## config.mk

```make
export PLATFORM = sky130hd
export DESIGN_NAME = bucket_partitioner
export DESIGN_NICKNAME = d
export VERILOG_FILES = /design/src/rtl/bucket_partitioner.sv
export SDC_FILE = /design/constraint.sdc
export NUM_CORES = 1
export LEC_CHECK = 0
export CAP_MARGIN = 20
export CORE_MARGIN = 1.5
export CORE_UTILIZATION = 30
export DETAILED_ROUTE_END_ITERATION = 10
export MAX_ROUTING_LAYER = met4
export SLEW_MARGIN = 30
export SYNTH_ARGS = -nofsm -noshare
export SYNTH_HDL_FRONTEND = slang
export SYNTH_SLANG_ARGS = --single-unit
```

## constraint.sdc

```tcl
create_clock -name clk -period 6.45 [get_ports clk]
set_input_delay 0.9675 -clock clk [delete_from_list [all_inputs] [get_ports clk]]
set_output_delay 0.9675 -clock clk [all_outputs]
set_load 0.02 [all_outputs]
```

## src/rtl/bucket_partitioner.sv

```systemverilog
module bucket_partitioner #(
  parameter int KEY_W   = 16,
  parameter int VAL_W   = 16,
  parameter int BKT_LOG = 3,
  parameter int CNT_W   = 16
) (
  input  logic                  clk,
  input  logic                  rst_n,
  input  logic                  start,
  input  logic [CNT_W-1:0]      cap,
  input  logic                  spl_we,
  input  logic [BKT_LOG-1:0]    spl_idx,
  input  logic [KEY_W-1:0]      spl_key,
  input  logic                  in_valid,
  output logic                  in_ready,
  input  logic [KEY_W-1:0]      in_key,
  input  logic [VAL_W-1:0]      in_val,
  input  logic                  in_last,
  output logic                  out_valid,
  input  logic                  out_ready,
  output logic [KEY_W-1:0]      out_key,
  output logic [VAL_W-1:0]      out_val,
  output logic                  out_last,
  output logic [BKT_LOG-1:0]    out_bkt,
  output logic [(1<<BKT_LOG)-1:0] ovf,
  output logic                  done,
  input  logic [BKT_LOG-1:0]    cnt_sel,
  output logic [CNT_W-1:0]      cnt_q
);
  localparam int NB   = 1 << BKT_LOG;
  localparam int NSPL = NB - 1;

  logic [KEY_W-1:0] spl [NSPL];
  logic [CNT_W-1:0] cnt [NB];
  logic adv, fire;

  assign adv      = out_ready;
  assign in_ready = out_ready;
  assign fire     = out_valid & out_ready;

  always_ff @(posedge clk)
    if (spl_we && (int'(spl_idx) < NSPL)) spl[spl_idx] <= spl_key;

  for (genvar s = 0; s < BKT_LOG; s++) begin : g_st
    logic             ivld, ilast, rv, rlast;
    logic [KEY_W-1:0] ikey, rkey;
    logic [VAL_W-1:0] ival, rval;
    logic [BKT_LOG-1:0] ipre, cand, rpre;

    if (s == 0) begin : g_first
      assign ivld  = in_valid;
      assign ikey  = in_key;
      assign ival  = in_val;
      assign ilast = in_last;
      assign ipre  = '0;
    end else begin : g_next
      assign ivld  = g_st[s-1].rv;
      assign ikey  = g_st[s-1].rkey;
      assign ival  = g_st[s-1].rval;
      assign ilast = g_st[s-1].rlast;
      assign ipre  = g_st[s-1].rpre;
    end

    assign cand = ipre | BKT_LOG'(1 << (BKT_LOG - 1 - s));

    always_ff @(posedge clk or negedge rst_n)
      if (!rst_n)   rv <= 1'b0;
      else if (adv) rv <= ivld;

    always_ff @(posedge clk)
      if (adv) begin
        rkey  <= ikey;
        rval  <= ival;
        rlast <= ilast;
        rpre  <= (ikey >= spl[cand - 1'b1]) ? cand : ipre;
      end
  end

  assign out_valid = g_st[BKT_LOG-1].rv;
  assign out_key   = g_st[BKT_LOG-1].rkey;
  assign out_val   = g_st[BKT_LOG-1].rval;
  assign out_last  = g_st[BKT_LOG-1].rlast;
  assign out_bkt   = g_st[BKT_LOG-1].rpre;

  always_ff @(posedge clk or negedge rst_n)
    if (!rst_n) begin
      for (int i = 0; i < NB; i++) cnt[i] <= '0;
      ovf  <= '0;
      done <= 1'b0;
    end else if (start) begin
      for (int i = 0; i < NB; i++) cnt[i] <= '0;
      ovf  <= '0;
      done <= 1'b0;
    end else if (fire) begin
      if (cnt[out_bkt] != '1) cnt[out_bkt] <= cnt[out_bkt] + 1'b1;
      if (cnt[out_bkt] == cap) ovf[out_bkt] <= 1'b1;
      if (out_last) done <= 1'b1;
    end

  assign cnt_q = cnt[cnt_sel];

  // the delivered key lies inside the range of its bucket
  a_r2_bucket_range: assert property (@(posedge clk) disable iff (!rst_n)
    out_valid |-> ((out_bkt == '0) || (out_key >= spl[out_bkt - 1'b1])) &&
                  ((out_bkt == BKT_LOG'(NB - 1)) || (out_key < spl[out_bkt])));

  a_r5_stall_hold: assert property (@(posedge clk) disable iff (!rst_n)
    (out_valid && !out_ready) |=> out_valid && $stable(out_key) && $stable(out_val) &&
                                  $stable(out_bkt) && $stable(out_last));

  a_r7_ovf_sticky: assert property (@(posedge clk) disable iff (!rst_n)
    !start |=> ((ovf & $past(ovf)) == $past(ovf)));

  a_r8_done_cause: assert property (@(posedge clk) disable iff (!rst_n)
    $rose(done) |-> $past(fire && out_last));
endmodule

```

==> qor.txt, run 1 <==
CRITICAL PATH
------------------------------------------------------------------------------------------
FF-to-FF path depth                                                                     10
Worst setup SP type                                                           primary input
Worst path arrival time                                                            3.30 ns
Setup Crit Path Kind                                                             in -> out
Highest fanout seen on the critical path                                                18
Reg2reg setup slack                                                                2.59 ns
Required time at the endpoint of the critical path                                 5.48 ns
Critical R2R Launch                                                             out_bkt[1]
Capture instance of the worst register-to-register path                           cnt[109]
Category of the worst setup path capture point                                  output pin

FINAL LAYOUT
------------------------------------------------------------------------------------------
Share of cells above drive strength 1                                               19.10%
Area taken by flip-flops and latches                                           0.01002 mm²
Number of fillers in the final layout                                                 5008
Final cell utilization of the core                                                  37.13%
Diode insertion count for antenna repair                                                 0
Commonest cells after routing, fill and taps aside                            edfxtp_1 (217), dfrtp_1 (140), clkdlybuf4s50_1 (134)
Leading cell type in the layout, fill and taps excluded                           edfxtp_1
Net count, final                                                                      1257
Area of the multi-input gates                                                 0.005669 mm²
Non-filler instance count after layout                                                1850
Area delta synth->final                                                             21.67%

FLOORPLANNING
------------------------------------------------------------------------------------------
Vertical die dimension                                                            234.9 µm
Starting density of the core                                                        30.52%
Area of the core                                                               0.05287 mm²
I/O pin count                                                                          140
Row count                                                                               84
Horizontal extent of the die                                                      234.9 µm
Die Area                                                                       0.05518 mm²

GRT
------------------------------------------------------------------------------------------
Largest net degree at the start of global routing                                       79
All-Layer GR Usage                                                                  15.32%
Number of global-route vias before repair                                             9786
Remaining global-route overflow                                                          0
Wire length of the first global-routing pass                                      62560 µm
Number of antenna violations at the first check in global routing                        0

TIMING
------------------------------------------------------------------------------------------
Unrepaired setup endpoints after global routing                                         no
Max-slew violation count                                                                 0
Total count of hold-check failures in the final report                                   0
Setup slack of the critical path after layout                                     2.183 ns
Worst slew slack as a fraction of its limit                                         39.84%
Final Skew                                                                      0.01545 ns
Timing-limited maximum frequency                                                0.2343 GHz
Number of endpoints failing setup at the final stage                                     0
Transition time of the tightest slew-check pin                                   0.8956 ns
Aggregate negative setup slack                                                        0 ns
Time the worst path needs with I/O delays and setup                               4.267 ns
Period Utilization, post-route                                                      66.16%

CLOCK TREE
------------------------------------------------------------------------------------------
Sinks on the clock net                                                                 357
Postcts setup bufs                                                                       0
Number of buffers created by CTS                                                        41
Root Driver                                                                      clkbuf_16
Number of cells upsized or downsized after cts                                           0
Clock edge transition at the registers on the reported setup and hold paths        0.06 ns
Htree depth                                                                              2
Worst-Skew Late Latency                                                            0.57 ns
Clock tree buffer depth                                                                  3
TritonCTS clock tree                                                                 built
Hold_buf cts                                                                             0

FLOW RUN
------------------------------------------------------------------------------------------
Max Cap Violations                                                                       0

DETAILED ROUTING
------------------------------------------------------------------------------------------
Vias after detailed routing                                                           9411
Total wire length                                                                 41040 µm
Routed length per instance                                                        22.19 µm
Starting DRT DRC Count                                                                 950
Remaining routing DRC violations                                                         0
Number of nets still failing antenna checks after routing                                0
Post-detailed-route via-to-cell ratio                                                5.087
Detailed-router iteration count before antenna repair                                    5

MIN PATH
------------------------------------------------------------------------------------------
Worst hold path type                                                           in -> async

POWER AND IR DROP
------------------------------------------------------------------------------------------
Share of total power in combinational logic                                           8.7%
Internal Pwr Total                                                              0.004141 W
Sequential share of power                                                            47.2%
Switching Share                                                                     23.50%
Net switching power of the design                                               0.001272 W
Sum of internal, switching and leakage power                                    0.005413 W
Clock network fraction of total power                                                44.1%
Power Dens Cells                                                              275.8 mW/mm²
Leak pwr                                                                          7.642 nW
IR drop worst, VDD                                                               0.1612 mV

PLACE
------------------------------------------------------------------------------------------
Total instance count after detailed placement                                         1776
Final estimated routing congestion in global placement                              0.8615
Quantity of I/O buffers inserted on ports                                              139
Worst slack, placed                                                               2.104 ns
HPWL after detailed placement                                                     27540 µm

YOSYS
------------------------------------------------------------------------------------------
Prevailing post-synth register cell                                               edfxtp_1
Flip-flop and latch count after synthesis                                              357
Synthesized area                                                               0.01613 mm²
Sequential cell area fraction in the yosys report                                   62.10%
Count of flip-flops with a built-in enable after synthesis                             217
Count of warnings emitted by yosys                                                       0
Post-synthesis async set-or-reset flop share                                        39.22%
Number of distinct library cells after synthesis                                        65
Net count after synthesis                                                             1105
Mapped Avg Cell Area                                                             16.48 µm²
Gate count of the mapped netlist                                                       979

OUTCOME
------------------------------------------------------------------------------------------
Outcome                                                                       finished clean

-- state kept, by name (all words and copies together), names as in the netlist --
signal      cells
cnt           128
done            1
g_st.rkey      32
g_st.rlast      2
g_st.rpre       3
g_st.rv         2
g_st.rval      32
out_bkt         3
out_key        16
out_last        1
out_val        16
out_valid       1
ovf             8
spl           112
-- cell usage after synthesis, drive strengths merged (7+ instances only) --
master	count	area, µm²
and3	10	72.57
a221oi	7	78.83
nand4	8	56.30
mux2	33	371.6
and2	7	43.79
dfrtp	140	3503
mux4	68	1531
nand3b	8	60.06
o2bb2ai	33	289.0
edfxtp	217	6516
xnor2	12	105.1
inv	39	146.4
clkbuf	11	41.29
nand3	11	55.05
ha	49	613.1
nor3	10	50.05
a22o	97	849.6
nand2	11	41.29
nand2b	12	75.07
mux2i	26	292.8
a31oi	10	147.6
nor2	22	82.58
a21oi	7	38.79
buf	41	289.0
a21o	24	180.2
xor2	16	147.7
-- layer usage --
layer / global-route usage (%) / share of wire, % / wire [µm] / vias up
met5: - / 0 / 0 / -
li1: - / - / - / 4233
met1: 19.03 / 42 / 17250 / 4766
met2: 25.10 / 50 / 20360 / 338
met3: 3.031 / 5.9 / 2438 / 74
met4: 4.939 / 2.4 / 1004 / 0
-- through the flow --
step                area (µm²)  hold WS [ns]
floorplan                16130        0.4003
finish                   19630        0.4026
detailed placement       18240        0.4045
CTS                      19630        0.4073
global route             19630        0.4207
global placement         18230        0.4007
-- worst max-delay path: stages --
cell	delay, ns
buf_2	0.46
buf_4	0.45
mux4_2	0.54
mux2_2	0.28
clkdlybuf4s50_1	0.58
-- worst max-delay path by stage --
stage / to / slack, ns / cells after the start / from
after CTS: cnt_q[11] / 2.12 / 5 / cnt_sel[0]
after global placement: cnt_q[11] / 2.12 / 5 / cnt_sel[0]
after floorplan: out_bkt[0] / 2.87 / 11 / g_st[1].rpre[1]
after global routing: cnt_q[11] / 2.01 / 5 / cnt_sel[0]
final: cnt_q[11] / 2.18 / 5 / cnt_sel[0]
after detailed placement: cnt_q[11] / 2.10 / 5 / cnt_sel[0]
-- power groups by stage --
stage / clock network (W) / logic [W] / registers, W
2_1_floorplan: 0 / 0.000244 / 0.00261
3_3_place_gp: 0 / 0.000469 / 0.00260
3_5_place_dp: 0 / 0.000477 / 0.00260
4_1_cts: 0.00246 / 0.000479 / 0.00255
5_1_grt: 0.00254 / 0.000513 / 0.00256
6_report: 0.00239 / 0.000471 / 0.00255
-- logic make-up (layout without fill, tap and decap cells) --
kind of cell	Yosys count	in the layout	share of synthesized area, %
compound gates	209	209	11.46
xor+xnor	28	28	1.567
fa+ha+maj	49	49	3.800
buf+inv	91	274	2.955
flops	357	357	62.10
mux	127	127	13.61
simple gates	118	118	4.506
-- cell type report --
class	count	share of cell area, %
clock buffers	50	5.609
clock inverters	24	1.434
inverters	39	0.7457
multi-input cells	531	28.88
flip-flops and latches	357	51.04
well taps	688	4.385
repair buffers	161	7.904
(Power assumes the default switching activity.)
==> run 2: changes to the inputs <==
Clock period 6.45 ns to 3.9 ns, I/O delays scaled along.
==> qor.txt, run 2 (synthesis gave the netlist of run 1 again) <==
OUTCOME
------------------------------------------------------------------------------------------
Outcome                                                                       finished clean   unchanged

FLOORPLANNING
------------------------------------------------------------------------------------------
Vertical die dimension                                                            234.9 µm   unchanged
I/O pin count                                                                          140   unchanged
Row count                                                                               84   unchanged
Area of the core                                                               0.05287 mm²   unchanged
Horizontal extent of the die                                                      234.9 µm   unchanged
Die Area                                                                       0.05518 mm²   unchanged
Starting density of the core                                                        30.52%   unchanged

TIMING
------------------------------------------------------------------------------------------
Final Skew                                                                      0.02052 ns   was 0.01545 ns
Number of endpoints failing setup at the final stage                                     0   unchanged
Transition time of the tightest slew-check pin                                   0.8723 ns   was 0.8956 ns
Aggregate negative setup slack                                                        0 ns   unchanged
Unrepaired setup endpoints after global routing                                         no   unchanged
Period Utilization, post-route                                                      87.19%
Time the worst path needs with I/O delays and setup                               3.400 ns
Max-slew violation count                                                                 0   unchanged
Worst hold margin                                                                0.4122 ns   was 0.4026 ns
Total count of hold-check failures in the final report                                   0   unchanged
Worst slew slack as a fraction of its limit                                         41.40%   was 39.84%
Timing-limited maximum frequency                                                0.2941 GHz

FINAL LAYOUT
------------------------------------------------------------------------------------------
Final cell utilization of the core                                                  37.62%   was 37.13%
Leading cell type in the layout, fill and taps excluded                           edfxtp_1   unchanged
Largest reg by FF count                                                                cnt   unchanged
Number of flip-flops under the largest register name                                   128   unchanged
Commonest cells after routing, fill and taps aside                            edfxtp_1 (217), dfrtp_1 (140), clkdlybuf4s50_1 (136)   was edfxtp_1 (217), dfrtp_1 (140), clkdlybuf4s50_1 (134)
Diode insertion count for antenna repair                                                 0   unchanged
Net count, final                                                                      1291   was 1257
Total non-filler cell area in the finished layout                              0.01989 mm²   was 0.01963 mm²
Leading registers by flop count                                               cnt (128), spl (112)   unchanged
Share of cells above drive strength 1                                               20.89%   was 19.10%
Area delta synth->final                                                             23.27%   was 21.67%

CLOCK TREE
------------------------------------------------------------------------------------------
Htree depth                                                                              2   unchanged
Number of cells upsized or downsized after cts                                           0   unchanged
TritonCTS clock tree                                                                 built   unchanged
Clock edge transition at the registers on the reported setup and hold paths        0.06 ns   about the same
Number of buffers created by CTS                                                        41   unchanged
Root Driver                                                                      clkbuf_16   unchanged
Clock tree buffer depth                                                                  3   unchanged
Sinks on the clock net                                                                 357   unchanged
Worst-Skew Late Latency                                                            0.58 ns   was 0.57 ns

DETAILED ROUTING
------------------------------------------------------------------------------------------
Detailed-router iteration count before antenna repair                                    5   unchanged
Routed length per instance                                                        22.04 µm   was 22.19 µm
Post-detailed-route via-to-cell ratio                                                5.101   was 5.087
Total wire length                                                                 41550 µm   was 41040 µm
Number of nets still failing antenna checks after routing                                0   unchanged
Starting DRT DRC Count                                                                 709   was 950
Vias after detailed routing                                                           9616   was 9411
Remaining routing DRC violations                                                         0   unchanged

PLACE
------------------------------------------------------------------------------------------
HPWL after detailed placement                                                     28560 µm   was 27540 µm
Post-Place Cell Area                                                           0.01852 mm²   was 0.01824 mm²
Quantity of I/O buffers inserted on ports                                              139   unchanged
Final estimated routing congestion in global placement                              0.8453   was 0.8615

CRITICAL PATH
------------------------------------------------------------------------------------------
Setup Crit Path Kind                                                            reg -> reg   was in -> out
Highest fanout seen on the critical path                                                18   unchanged
Reg2reg setup slack                                                                0.50 ns   was 2.59 ns
Required time at the endpoint of the critical path                                 4.35 ns   was 5.48 ns
Worst path arrival time                                                            3.85 ns   was 3.30 ns
Critical path origin                                                            out_bkt[1]   was cnt_sel[0]
Critical R2R Launch                                                             out_bkt[1]   unchanged
Category of the worst setup path capture point                                        flop   was output pin
Worst setup SP type                                                                   flop   was primary input

GRT
------------------------------------------------------------------------------------------
All-Layer GR Usage                                                                  15.66%   was 15.32%
Number of antenna violations at the first check in global routing                        0   unchanged
Number of global-route vias before repair                                            10090   was 9786
Wire length of the first global-routing pass                                      63770 µm   was 62560 µm
Largest net degree at the start of global routing                                      119   was 79
Remaining global-route overflow                                                          0   unchanged

POWER AND IR DROP
------------------------------------------------------------------------------------------
Leak pwr                                                                          7.806 nW   was 7.642 nW
Sum of internal, switching and leakage power                                    0.008828 W   was 0.005413 W
IR drop worst, VDD                                                               0.2871 mV   was 0.1612 mV
Power Dens Cells                                                              443.9 mW/mm²   was 275.8 mW/mm²

MIN PATH
------------------------------------------------------------------------------------------
Start point of the worst hold path                                            g_st[0].rval[15]
Worst hold path type                                                            reg -> reg   was in -> async

FLOW RUN
------------------------------------------------------------------------------------------
Max Cap Violations                                                                       0   unchanged

[run 2: cell count changes in the layout (fill, tap and decap cells not counted), sizes merged, moves of 2 or more]
cell           change
buf               +31
bufinv             -3
clkbuf             +7
clkdlybuf4s50      +2
[run 2: routing by layer]
layer / vias up / global-route usage, % / routed length, µm
met5: - / - / 0
met4: 0 / 5.254 / 922
met3: 54 / 2.514 / 2468
met2: 300 / 25.29 / 20640
met1: 4967 / 20.07 / 17510
li1: 4295 / - / -
[run 2: repair_timing]
item                                    in CTS  in global routing
endpoints found under the setup margin       0                  0
hold endpoints to repair                     0                 52
hold buffers                                 0                  1
buffers inserted                             0                  0
[run 2: layout make-up]
cell class	count	area, µm²
Clock buffer	57	1167
Clock inverter	18	165.2
Fill cell	4914	32980
Inverter	39	146.4
Multi-Input combinational cell	531	5648
Sequential cell	357	10020
Tap cell	688	860.8
Timing Repair Buffer	195	1882
[run 2: per-stage QoR]
stage	cells	setup slack, ns
after floorplan	979	0.3198
after global placement	1808	0.4568
after detailed placement	1808	0.4523
after CTS	1883	0.4291
after global routing	1885	0.2068
final	1885	0.4995
[run 2: critical path, cell delays in order (launching register included)]
cell       delay [ns]
edfxtp_1         0.58
buf_4            0.36
mux4_2           0.56
and2_1           0.20
a221oi_4         0.30
xnor2_1          0.12
a2111oi_2        0.36
nand4_2          0.35
o41ai_1          0.43
[run 2: power breakdown]
part	internal, W	switching, W	total [W]
clock network	0.00224	0.00156	0.00379
registers	0.00417	0.0000591	0.00423
logic	0.000345	0.000461	0.000806
[run 2: path summary, 6_finish.rpt]
| check | depth (start not counted) | end |
|---|---|---|
| worst max-delay path | 8 | ovf[6] |
| worst min-delay path | 0 | g_st[1].rval[15] |
| worst max register to register | 8 | ovf[6] |
| worst min register to register | 0 | g_st[1].rval[15] |
| max in group asynchronous | 4 | g_st[0].rv |
| min in group asynchronous | 2 | cnt[127] |
